## src/rtl/pll_pair_search.sv

```systemverilog
module pll_pair_search #(
  parameter int REF_SCALED = 938356,
  parameter int F_MIN      = 8000,
  parameter int F_MAX      = 15938,
  parameter int M_MIN      = 2,
  parameter int M_MAX      = 30,
  parameter int N_MIN      = 35,
  parameter int N_MAX      = 247,
  parameter int RB         = 5
) (
  input  logic        clk,
  input  logic        rst_n,
  input  logic        start,
  input  logic [15:0] freq_req,
  output logic        busy,
  output logic        done,
  output logic [15:0] word
);
  localparam int ACC_W = $clog2(REF_SCALED * (N_MAX + 8) + 1);
  localparam int DW    = ACC_W - 8;
  localparam int ITER  = (DW + RB - 1) / RB;
  localparam int DWP   = ITER * RB;
  localparam int DV_W  = $clog2(M_MAX + 3);
  localparam int CNT_W = (ITER > 1) ? $clog2(ITER) : 1;
  localparam logic [ACC_W-1:0] ACC_FIRST = ACC_W'(REF_SCALED * (N_MIN + 8));

  logic [4:0]       m_q, bm_q;
  logic [7:0]       n_q, bn_q;
  logic [1:0]       k_q;
  logic [31:0]      tgt_q, best_q;
  logic [ACC_W-1:0] acc_q;
  logic [DWP-1:0]   sh_q;
  logic [DV_W:0]    rem_q;
  logic [CNT_W-1:0] cnt_q;

  // request conditioning at start
  logic [31:0] f_cl, f_dbl;
  logic [1:0]  k_new;
  always_comb begin
    f_cl = 32'(freq_req);
    if (f_cl < F_MIN) f_cl = F_MIN;
    if (f_cl > F_MAX) f_cl = F_MAX;
    f_dbl = f_cl;
    k_new = 2'd0;
    for (int i = 0; i < 3; i++) begin
      if (f_dbl < 32'(F_MIN * 8)) begin
        f_dbl = f_dbl << 1;
        k_new = k_new + 2'd1;
      end
    end
  end

  // shared divider: RB restoring steps per cycle
  logic [DV_W:0]  dvs, r_nx;
  logic [DWP-1:0] s_nx;
  assign dvs = (DV_W+1)'(m_q) + (DV_W+1)'(2);
  always_comb begin
    r_nx = rem_q;
    s_nx = sh_q;
    for (int i = 0; i < RB; i++) begin
      r_nx = {r_nx[DV_W-1:0], s_nx[DWP-1]};
      s_nx = {s_nx[DWP-2:0], 1'b0};
      if (r_nx >= dvs) begin
        r_nx  = r_nx - dvs;
        s_nx[0] = 1'b1;
      end
    end
  end

  logic        last_div, last_n, last_pair, better;
  logic [31:0] q32, err;
  logic [4:0]  bm_nx;
  logic [7:0]  bn_nx;
  logic [ACC_W-1:0] acc_nx;
  assign last_div  = (cnt_q == CNT_W'(ITER - 1));
  assign last_n    = (n_q == 8'(N_MAX));
  assign last_pair = last_n && (m_q == 5'(M_MAX));
  assign q32       = 32'(s_nx);
  assign err       = (q32 > tgt_q) ? q32 - tgt_q : tgt_q - q32;
  assign better    = err < best_q;
  assign bm_nx     = better ? m_q : bm_q;
  assign bn_nx     = better ? n_q : bn_q;
  assign acc_nx    = last_n ? ACC_FIRST : acc_q + ACC_W'(REF_SCALED);

  always_ff @(posedge clk) begin
    if (!rst_n) begin
      busy <= 1'b0; done <= 1'b0; word <= '0;
      m_q <= '0; n_q <= '0; k_q <= '0; bm_q <= '0; bn_q <= '0;
      tgt_q <= '0; best_q <= '1; acc_q <= '0; sh_q <= '0; rem_q <= '0; cnt_q <= '0;
    end else begin
      done <= 1'b0;
      if (!busy) begin
        if (start) begin
          if (freq_req == 16'd0) begin
            word <= 16'h00E0;
            done <= 1'b1;
          end else begin
            busy   <= 1'b1;
            k_q    <= k_new;
            tgt_q  <= (f_cl * 32'd256) / 32'd100;
            m_q    <= 5'(M_MIN);
            n_q    <= 8'(N_MIN);
            acc_q  <= ACC_FIRST;
            sh_q   <= DWP'(ACC_FIRST >> (8 + int'(k_new)));
            rem_q  <= '0;
            cnt_q  <= '0;
            best_q <= '1;
          end
        end
      end else if (!last_div) begin
        sh_q  <= s_nx;
        rem_q <= r_nx;
        cnt_q <= cnt_q + CNT_W'(1);
      end else begin
        if (better) best_q <= err;
        bm_q <= bm_nx;
        bn_q <= bn_nx;
        if (last_pair) begin
          busy <= 1'b0;
          done <= 1'b1;
          word <= (16'(bn_nx) << 8) + (16'(k_q) << 6) + 16'(bm_nx);
        end else begin
          if (last_n) begin
            m_q <= m_q + 5'd1;
            n_q <= 8'(N_MIN);
          end else begin
            n_q <= n_q + 8'd1;
          end
          acc_q <= acc_nx;
          sh_q  <= DWP'(acc_nx >> (8 + int'(k_q)));
          rem_q <= '0;
          cnt_q <= '0;
        end
      end
    end
  end

  a_r9_done_not_busy: assert property (@(posedge clk) disable iff (!rst_n)
    done |-> !busy);
  a_r8_word_held: assert property (@(posedge clk) disable iff (!rst_n)
    (busy && $past(busy)) |-> $stable(word));
  a_r5_grid_range: assert property (@(posedge clk) disable iff (!rst_n)
    busy |-> (m_q >= 5'(M_MIN) && m_q <= 5'(M_MAX) && n_q >= 8'(N_MIN) && n_q <= 8'(N_MAX)));
  a_r7_best_monotone: assert property (@(posedge clk) disable iff (!rst_n)
    (busy && $past(busy)) |-> best_q <= $past(best_q));
  a_r5_word_n_field: assert property (@(posedge clk) disable iff (!rst_n)
    done |-> (word == 16'h00E0 || (word[15:8] >= 8'(N_MIN) && word[15:8] <= 8'(N_MAX))));
  a_r10_busy_keeps_k: assert property (@(posedge clk) disable iff (!rst_n)
    (busy && $past(busy)) |-> $stable(k_q) && $stable(tgt_q));
endmodule

```

## config.mk

```make
export PLATFORM = sky130hd
export DESIGN_NAME = pll_pair_search
export DESIGN_NICKNAME = d
export VERILOG_FILES = /design/src/rtl/pll_pair_search.sv
export SDC_FILE = /design/constraint.sdc
export NUM_CORES = 1
export LEC_CHECK = 0
export BUFFER_PORTS_ARGS = -buffer_cell sky130_fd_sc_hd__buf_2
export CAP_MARGIN = 20
export CORE_ASPECT_RATIO = 0.7
export CORE_MARGIN = 2
export CORE_UTILIZATION = 45
export DETAILED_ROUTE_END_ITERATION = 10
export PLACE_DENSITY = 0.73
export SYNTH_ARGS = -nofsm -noshare
export SYNTH_HDL_FRONTEND = slang
export SYNTH_SLANG_ARGS = --single-unit
export TNS_END_PERCENT = 30
```

## constraint.sdc

```tcl
create_clock -name clk -period 16.3 [get_ports clk]
set_input_delay 1.63 -clock clk [delete_from_list [all_inputs] [get_ports clk]]
set_output_delay 1.63 -clock clk [all_outputs]
set_load 0.05 [all_outputs]
```

==> impl_metrics.tcl, run 1 <==
set metrics [dict create \
    run_status "finished, final reports clean" \
    hpwl_mm 32.02 \
    wire_per_inst_um 17.71 \
    grt_pass1_vias 13480 \
    clock_skew_ns 0.01403 \
    viasPerCell 6.167 \
    grt_usage_pct 24.14 \
    synth_edf_count 0 \
    cp_common_cell "a21o_1" \
    cpPeakStageDelay_ns 0.38 \
    synth_seq_area_share_pct 20.18 \
    ant_nets 0 \
    synth_xor_area_share_pct 4.886 \
    max_freq_mhz 64.35 \
    drive_above_1_share_pct 11.49 \
    crit_type "reg2reg" \
    crit_slowest_cell "fa_2" \
    yosysUniqueCellTypes 115 \
    period_minus_slack_ns 15.54 \
    yosys_warnings 0 \
    dpl_cell_area_um2 15390 \
    initial_core_util_pct 45.91 \
    numCtsBuffers 17 \
    worst_ep_required_time_ns 16.61 \
    routed_wl_mm 42.86 \
    timing.final.crit_share_pct 95.34 \
    rows 55 \
    grt_pass1_wl_mm 69.45 \
    final_common_cell "nor2_1" \
    io_pins 37 \
    portBuffers 36 \
    hold_buffers 0 \
    slew_viol_final 0 \
    clk_pin_slew_worst_paths_ns 0.07 \
    path_max_fanout 13 \
    end_kind "flip-flop" \
    syn_area_um2 14880 \
    layout_common_cells "nor2_1, a21oi_1, dfxtp_1" \
    synth_seq_cells 150 \
    design_area_um2 16310 \
    synth_compound_area_share_pct 31.85 \
    synth.area.mux_share_pct 4.810 \
    slew_headroom_pct 36.15 \
    core_area_um2 32410 \
    synthSimpleGateAreaFrac_pct 21.69 \
    hold_viol 0 \
    cts_root_buffer "clkbuf_16" \
    max-clock-path-buffers 2 \
    drt-initial-drc-count 1470 \
    syn_inst 1983 \
    synth-adder-area-share_pct 11.16 \
    nFillCells 3093 \
    h-tree-depth 4 \
    synth_flop_cell "dfxtp_1" \
    die_area_um2 34560 \
    syn_to_final_growth_pct 9.628 \
    hp-class "reg2reg" \
    final_util_pct 50.33 \
    critPathLaunchType "flip-flop" \
    drcViolationCount 0 \
    clkSinkCount 150 \
    gp_congestion 0.9454 \
    synth_area_per_cell_um2 7.503 \
    async_reset_ff_share_pct 0 \
    synth_top_family_by_area "compound AO/OA/AOI/OAI gates" \
    nets 2125 \
    die_h_um 156.1 \
    antenna_found_initial 0 \
    first_pass_iters 5 \
    grt_max_degree 81 \
    diodes 0 \
    worstPathArrival_ns 15.85 \
    vias 14920 \
    tritoncts "yes" \
    clk_latency_ns 0.46 \
    die_x_um 221.3 \
    worstMarginPinSlew_ns 0.9578 \
    overflow 0 \
    maxCapViolations 0 \
    finalSetupViolCount 0 \
]
-- worst paths after layout --
check	from	endpoint	slack, ns	depth (start not counted)
worst max-delay path	m_q[2]	best_q[13]	0.76	82
worst min-delay path	word[7]	word[7]	0.45	2
worst max register to register	m_q[2]	best_q[13]	0.76	82
worst min register to register	word[7]	word[7]	0.45	2
-- cell usage after synthesis (all sizes together) (49+ instances only) --
cell type | number | share of area [%]
nor2 | 243 | 6.1
ha | 119 | 10
mux2i | 49 | 3.5
a21oi | 181 | 6.2
o21ai | 130 | 4.5
xnor2 | 55 | 3.2
clkbuf | 80 | 2.0
a211oi | 52 | 2.8
inv | 103 | 2.6
dfxtp | 150 | 20
nand2 | 146 | 3.7
a21o | 75 | 3.8
-- metrics by stage --
stage / setup TNS, ns / instances / setup WS [ns] / hold WS, ns
2_1_floorplan: 0 / 1985 / 0.03855 / 0.4265
4_1_cts: 0 / 2403 / 0.05404 / 0.4541
3_3_place_gp: 0 / 2371 / 0.2668 / 0.4355
3_5_place_dp: -7.729 / 2371 / -0.3034 / 0.4410
6_report: 0 / 2420 / 0.7599 / 0.4506
5_1_grt: -2.061 / 2420 / -0.1703 / 0.4685
-- state kept, by name, indices dropped and copies added (netlist names) --
register  cells
best_q       32
m_q           5
tgt_q        18
bm_q          5
sh_q         20
bn_q          8
rem_q         6
cnt_q         2
done          1
busy          1
n_q           8
k_q           2
word         16
acc_q        26
-- logic make-up after synthesis --
| kind of cell | count (synthesis) |
|---|---|
| flops | 150 |
| fa+ha+maj | 129 |
| compound gates | 685 |
| mux | 65 |
| other cells | 2 |
| xor+xnor | 83 |
| simple gates | 665 |
| buf+inv | 204 |
-- repair_timing --
action | 4_1_cts | 5_1_grt
endpoints found under the setup margin | 32 | 58
gates resized for setup | 6 | 38
buffers inserted | 0 | 16
gates cloned | 0 | 1
pin swaps | 0 | 13
-- layer usage --
| metal | routed length (um) | up-vias | GRT usage, % | share of wire (%) |
|---|---|---|---|---|
| met4 | 698 | 0 | 6.552 | 1.6 |
| met5 | 0 | - | 0 | 0 |
| met3 | 3501 | 50 | 4.689 | 8.2 |
| met1 | 21330 | 6989 | 36.64 | 50 |
| li1 | - | 7258 | - | - |
| met2 | 17330 | 626 | 34.11 | 40 |
-- area by class of cell --
class	count	area, um2	area share, %
Clock buffer	17	425.4	2.608
Multi-Input combinational cell	1631	11250	68.99
Clock inverter	15	185.2	1.135
Sequential cell	150	3008	18.44
Timing Repair Buffer	76	513.0	3.145
Tap cell	427	534.3	3.275
Inverter	104	392.9	2.409
-- critical path: cells and delay by family, from the launching register on --
| kind | cells | cell delay, ns |
|---|---|---|
| AOI/OAI and AO/OA | 41 | 7.16 |
| xor gates and xnor gates | 1 | 0.22 |
| adders and majority gates | 9 | 2.63 |
| buffers and inverters | 10 | 1.47 |
| DFF | 1 | 0.37 |
| muxes | 4 | 1.07 |
| and+or+nand+nor | 17 | 2.42 |
Power of run 1 is left out: the tool's default activity adds up to more than one toggle a clock period on the data nets, which glitch-free logic cannot reach.
==> inputs of run 2 (changes only) <==
Settings changed: CORE_UTILIZATION 45 to 41, PLACE_DENSITY 0.73 to 0.66.
Clock period 16.3 ns to 17.3 ns, I/O delays scaled along.
==> run 2 against run 1 <==
  * Cell area decreased by 1.0%
  * Via count decreased by 1.8%
  * Critical path depth increased by 6
  * Flip-flop and latch count unchanged
  * Die area increased by 9.5%
  * Non-clock buffer count decreased by 13
  * Utilization decreased by 5.3 points
  * Worst setup slack improved by 0.50 ns
  * Hold slack improved by 0.0055 ns
  * Clock skew decreased by 0.0049 ns
  * Final cell count increased by 1.7%
  * Critical endpoint is now best_q[19]
  * Largest cell class unchanged
==> impl_metrics.tcl, run 2 (same netlist as run 1, synthesis figures left out) <==
set metrics [dict create \
    crit_start "m_q[2]" \
    hold_buffers 0 \
    h-tree-depth 4 \
    crit_slowest_cell "dfxtp_1" \
    reg2regPathDepth 88 \
    worst_ep_required_time_ns 17.61 \
    worstMarginPinSlew_ns 0.9884 \
    finalSetupViolCount 0 \
    drive_above_1_share_pct 10.15 \
    hp-class "reg2reg" \
    overflow 0 \
    rows 58 \
    hold_start "word[5]" \
    grt_pass1_wl_mm 68.89 \
    grt_pass1_vias 13100 \
    hold_path_end "word[5]" \
    vias 14660 \
    regMostFlops "best_q" \
    largest_reg_flops 32 \
    clkSinkCount 150 \
    critPathLaunchType "flip-flop" \
    tritoncts "yes" \
    die_area_um2 37860 \
    slew_headroom_pct 34.11 \
    wire_per_inst_um 17.27 \
    worstReg2RegEnd "best_q[19]" \
    multi_input_area_um2 11160 \
    nets 2112 \
    final_common_cell "nor2_1" \
    rsz0062_at_grt "false" \
    run_status "finished, final reports clean" \
    hpwl_mm 31.74 \
    portBuffers 36 \
    path_max_fanout 25 \
    clk_pin_slew_worst_paths_ns 0.07 \
    layout_common_cells "nor2_1, a21oi_1, dfxtp_1" \
    routed_wl_mm 42.49 \
    initial_core_util_pct 41.50 \
    worstPathArrival_ns 16.36 \
    reg_top3 "best_q (32), acc_q (26), sh_q (20)" \
    viasPerCell 5.958 \
    io_pins 37 \
    max-clock-path-buffers 2 \
    slew_viol_final 0 \
    whs_ns 0.4561 \
    dp_cells 2420 \
    antenna_found_initial 0 \
    r2r-start "m_q[2]" \
    first_pass_iters 5 \
    drt-initial-drc-count 1419 \
    clk_latency_ns 0.46 \
    end_kind "flip-flop" \
    core_area_um2 35850 \
    numCtsBuffers 17 \
    register_area_um2 3003 \
    drcViolationCount 0 \
    syn_to_final_growth_pct 8.501 \
    die_x_um 231.7 \
    diodes 0 \
    cts_root_buffer "clkbuf_16" \
    hold_viol 0 \
    setup-tns-final_ns 0 \
    instances_no_fill 2460 \
    die_h_um 163.4 \
    gp_congestion 0.9464 \
    grt_usage_pct 22.30 \
    worst-r2r-setup-slack_ns 1.26 \
    crit_type "reg2reg" \
    period_minus_slack_ns 16.04 \
    cpPeakStageDelay_ns 0.44 \
    hold_depth 2 \
    timing.final.crit_share_pct 92.73 \
    max_freq_mhz 62.33 \
    maxCapViolations 0 \
    clock_skew_ns 0.009178 \
    nFillCells 3605 \
    ant_nets 0 \
    grt_max_degree 87 \
    cp_common_cell "a21o_1" \
]
run 2: final cells by class:
cell class              instances  share of cell area [%]
repair buffers                 63                   2.395
clock inverters                15                   1.101
inverters                     104                   2.434
well taps                     480                   3.720
multi-input cells            1631                   69.12
clock buffers                  17                   2.635
flip-flops and latches        150                   18.60
run 2: worst max-delay path by stage:
| stage | depth (start not counted) | endpoint | slack (ns) |
|---|---|---|---|
| after floorplan | 91 | best_q[10] | 0.13 |
| after global placement | 84 | best_q[12] | 0.52 |
| after detailed placement | 84 | best_q[15] | -0.06 |
| after CTS | 86 | best_q[19] | 0.06 |
| after global routing | 84 | best_q[13] | 0.003 |
| final | 88 | best_q[19] | 1.26 |
run 2: timing repair:
action,in CTS,in global routing
gates resized for setup,3,12
pin swaps,0,3
endpoints found under the setup margin,32,58
setup buffers,0,8
hold endpoints to repair,0,0
run 2: metrics by stage:
stage | cell area (um2) | util, % | setup WS (ns)
floorplan | 14890 | - | 0.1277
global placement | 15430 | 43.03 | 0.5170
detailed placement | 15430 | 43.03 | -0.06284
CTS | 16050 | 44.76 | 0.05727
global route | 16140 | 45.03 | 0.003121
finish | 16140 | 45.03 | 1.257
run 2: critical path, delay by kind of cell, from the launching register on:
kind | cells | cell delay, ns
AND/OR/NAND/NOR | 21 | 2.41
adder cells (fa/ha/maj) | 9 | 2.54
buffers and inverters | 6 | 1.03
AO/OA/AOI/OAI | 49 | 8.56
flip-flops | 1 | 0.44
XOR/XNOR | 1 | 0.31
multiplexers | 2 | 0.59
run 2: layer usage:
layer	track usage [%]	vias to the layer above	routed length, um
li1	-	7226	-
met1	34.18	6889	21720
met2	31.17	496	16960
met3	4.312	46	3098
met4	5.857	0	721
met5	0	-	0
Power of run 2 is left out for the same reason.
==> inputs of run 3 (changes only) <==
Settings changed: CTS_BUF_LIST from default to sky130_fd_sc_hd__clkbuf_4 sky130_fd_sc_hd__clkbuf_8, MAX_ROUTING_LAYER from default to met4.
Clock period 17.3 ns to 17 ns, I/O delays scaled along.
==> run 3 against run 2 <==
  * Utilization shrank 0.55 points
  * Final cell count is essentially flat
  * Sequential share of layout area is 0.24 points higher
  * Cell area is 1.2% lower
  * Worst setup slack worse by 0.12 ns
  * First-iteration DRC count is 3.6% higher
  * Non-clock buffer count unchanged
  * Largest cell class unchanged
==> impl_metrics.tcl, run 3 (same netlist as run 1, synthesis figures left out) <==
set metrics [dict create \
    run_status "finished, final reports clean" \
    regMostFlops "best_q" \
    design_area_um2 15950 \
    clock_skew_ns 0.02385 \
    max-clock-path-buffers 2 \
    multi_input_area_um2 11150 \
    core_area_um2 35850 \
    period_minus_slack_ns 15.86 \
    initial_core_util_pct 41.50 \
    first_pass_iters 6 \
    die_x_um 231.7 \
    routed_wl_mm 42.63 \
    clkSinkCount 150 \
    largest_reg_flops 32 \
    worst_ep_required_time_ns 17.37 \
    hold_viol 0 \
    grt_max_degree 88 \
    layout_common_cells "nor2_1, a21oi_1, dfxtp_1" \
    slew_headroom_pct 33.21 \
    die_h_um 163.4 \
    drt-initial-drc-count 1470 \
    finalSetupViolCount 0 \
    syn_to_final_growth_pct 7.173 \
    io_pins 37 \
    numCtsBuffers 17 \
    hp-class "reg2reg" \
    final_common_cell "nor2_1" \
    maxCapViolations 0 \
    reg_top3 "best_q (32), acc_q (26), sh_q (20)" \
    cpPeakStageDelay_ns 0.44 \
    h-tree-depth 4 \
    clk_latency_ns 0.51 \
    grt_pass1_vias 13130 \
    hold_buffers 0 \
    gp_congestion 0.9587 \
    cp_common_cell "a21o_1" \
    nFillCells 3646 \
    wire_per_inst_um 17.32 \
    path_max_fanout 25 \
    tritoncts "yes" \
    overflow 0 \
    critPathLaunchType "flip-flop" \
    cts_root_buffer "clkbuf_8" \
    drcViolationCount 0 \
    end_kind "flip-flop" \
    max_freq_mhz 63.04 \
    hpwl_mm 32.21 \
    vias 14610 \
    portBuffers 36 \
    die_area_um2 37860 \
    worstMarginPinSlew_ns 1.002 \
    register_area_um2 3004 \
    crit_slowest_cell "fa_1" \
    antenna_found_initial 1 \
    grt_usage_pct 23.04 \
    crit_type "reg2reg" \
    slew_viol_final 0 \
    dpl_cell_area_um2 15430 \
    nets 2112 \
    viasPerCell 5.937 \
    clk_pin_slew_worst_paths_ns 0.10 \
    worstPathArrival_ns 16.24 \
    ant_nets 0 \
    rows 58 \
    grt_pass1_wl_mm 69.24 \
    drive_above_1_share_pct 10.05 \
    timing.final.crit_share_pct 93.31 \
]
[run 3: metrics by stage]
stage	hold slack [ns]	utilization (%)	setup TNS (ns)	worst slack (ns)	instances
6_report	0.4526	44.48	0	1.137	2461
5_1_grt	0.4863	44.48	-0.02588	-0.01314	2461
4_1_cts	0.4566	44.21	0	0.09348	2453
3_5_place_dp	0.4373	43.05	0	0.001981	2421
3_3_place_gp	0.4335	43.05	0	0.6220	2421
2_1_floorplan	0.4265	-	0	0.02549	1985
[run 3: what timing repair did]
item | in CTS | in global routing
buffers inserted | 0 | 7
pin swaps | 0 | 2
resized for setup | 2 | 10
endpoints found under the setup margin | 24 | 58
[run 3: layout make-up]
| type | count | share of cell area (%) |
|---|---|---|
| multi-input cells | 1631 | 69.92 |
| flip-flops and latches | 150 | 18.84 |
| well taps | 480 | 3.766 |
| inverters | 104 | 2.464 |
| repair buffers | 63 | 2.424 |
| clock buffers | 17 | 1.467 |
| clock inverters | 15 | 1.106 |
| diodes | 1 | 0.01569 |
[run 3: path summary, 6_finish.rpt]
kind | slack [ns] | cells after the start | start | end
hold / removal | 0.45 | 2 | word[5] | word[5]
hold reg to reg | 0.45 | 2 | word[5] | word[5]
setup reg to reg | 1.14 | 85 | m_q[2] | best_q[9]
setup / recovery | 1.14 | 85 | m_q[2] | best_q[9]
[run 3: layer usage]
| layer | wire (um) | up-vias | GRT usage, % |
|---|---|---|---|
| li1 | - | 7220 | - |
| met1 | 22120 | 6826 | 34.72 |
| met2 | 16960 | 529 | 31.38 |
| met3 | 2958 | 36 | 3.614 |
| met4 | 594 | 0 | 5.711 |
| met5 | 0 | - | - |
[run 3: critical path: cells and delay by family (launching register included)]
| kind | cells | cell delay (ns) |
|---|---|---|
| adder cells (fa/ha/maj) | 9 | 2.78 |
| buffers and inverters | 8 | 1.33 |
| AND/OR/NAND/NOR | 19 | 2.57 |
| multiplexers | 3 | 0.81 |
| AO/OA/AOI/OAI | 45 | 7.60 |
| flip-flops | 1 | 0.37 |
| XOR/XNOR | 1 | 0.22 |
Power of run 3 is left out for the same reason.
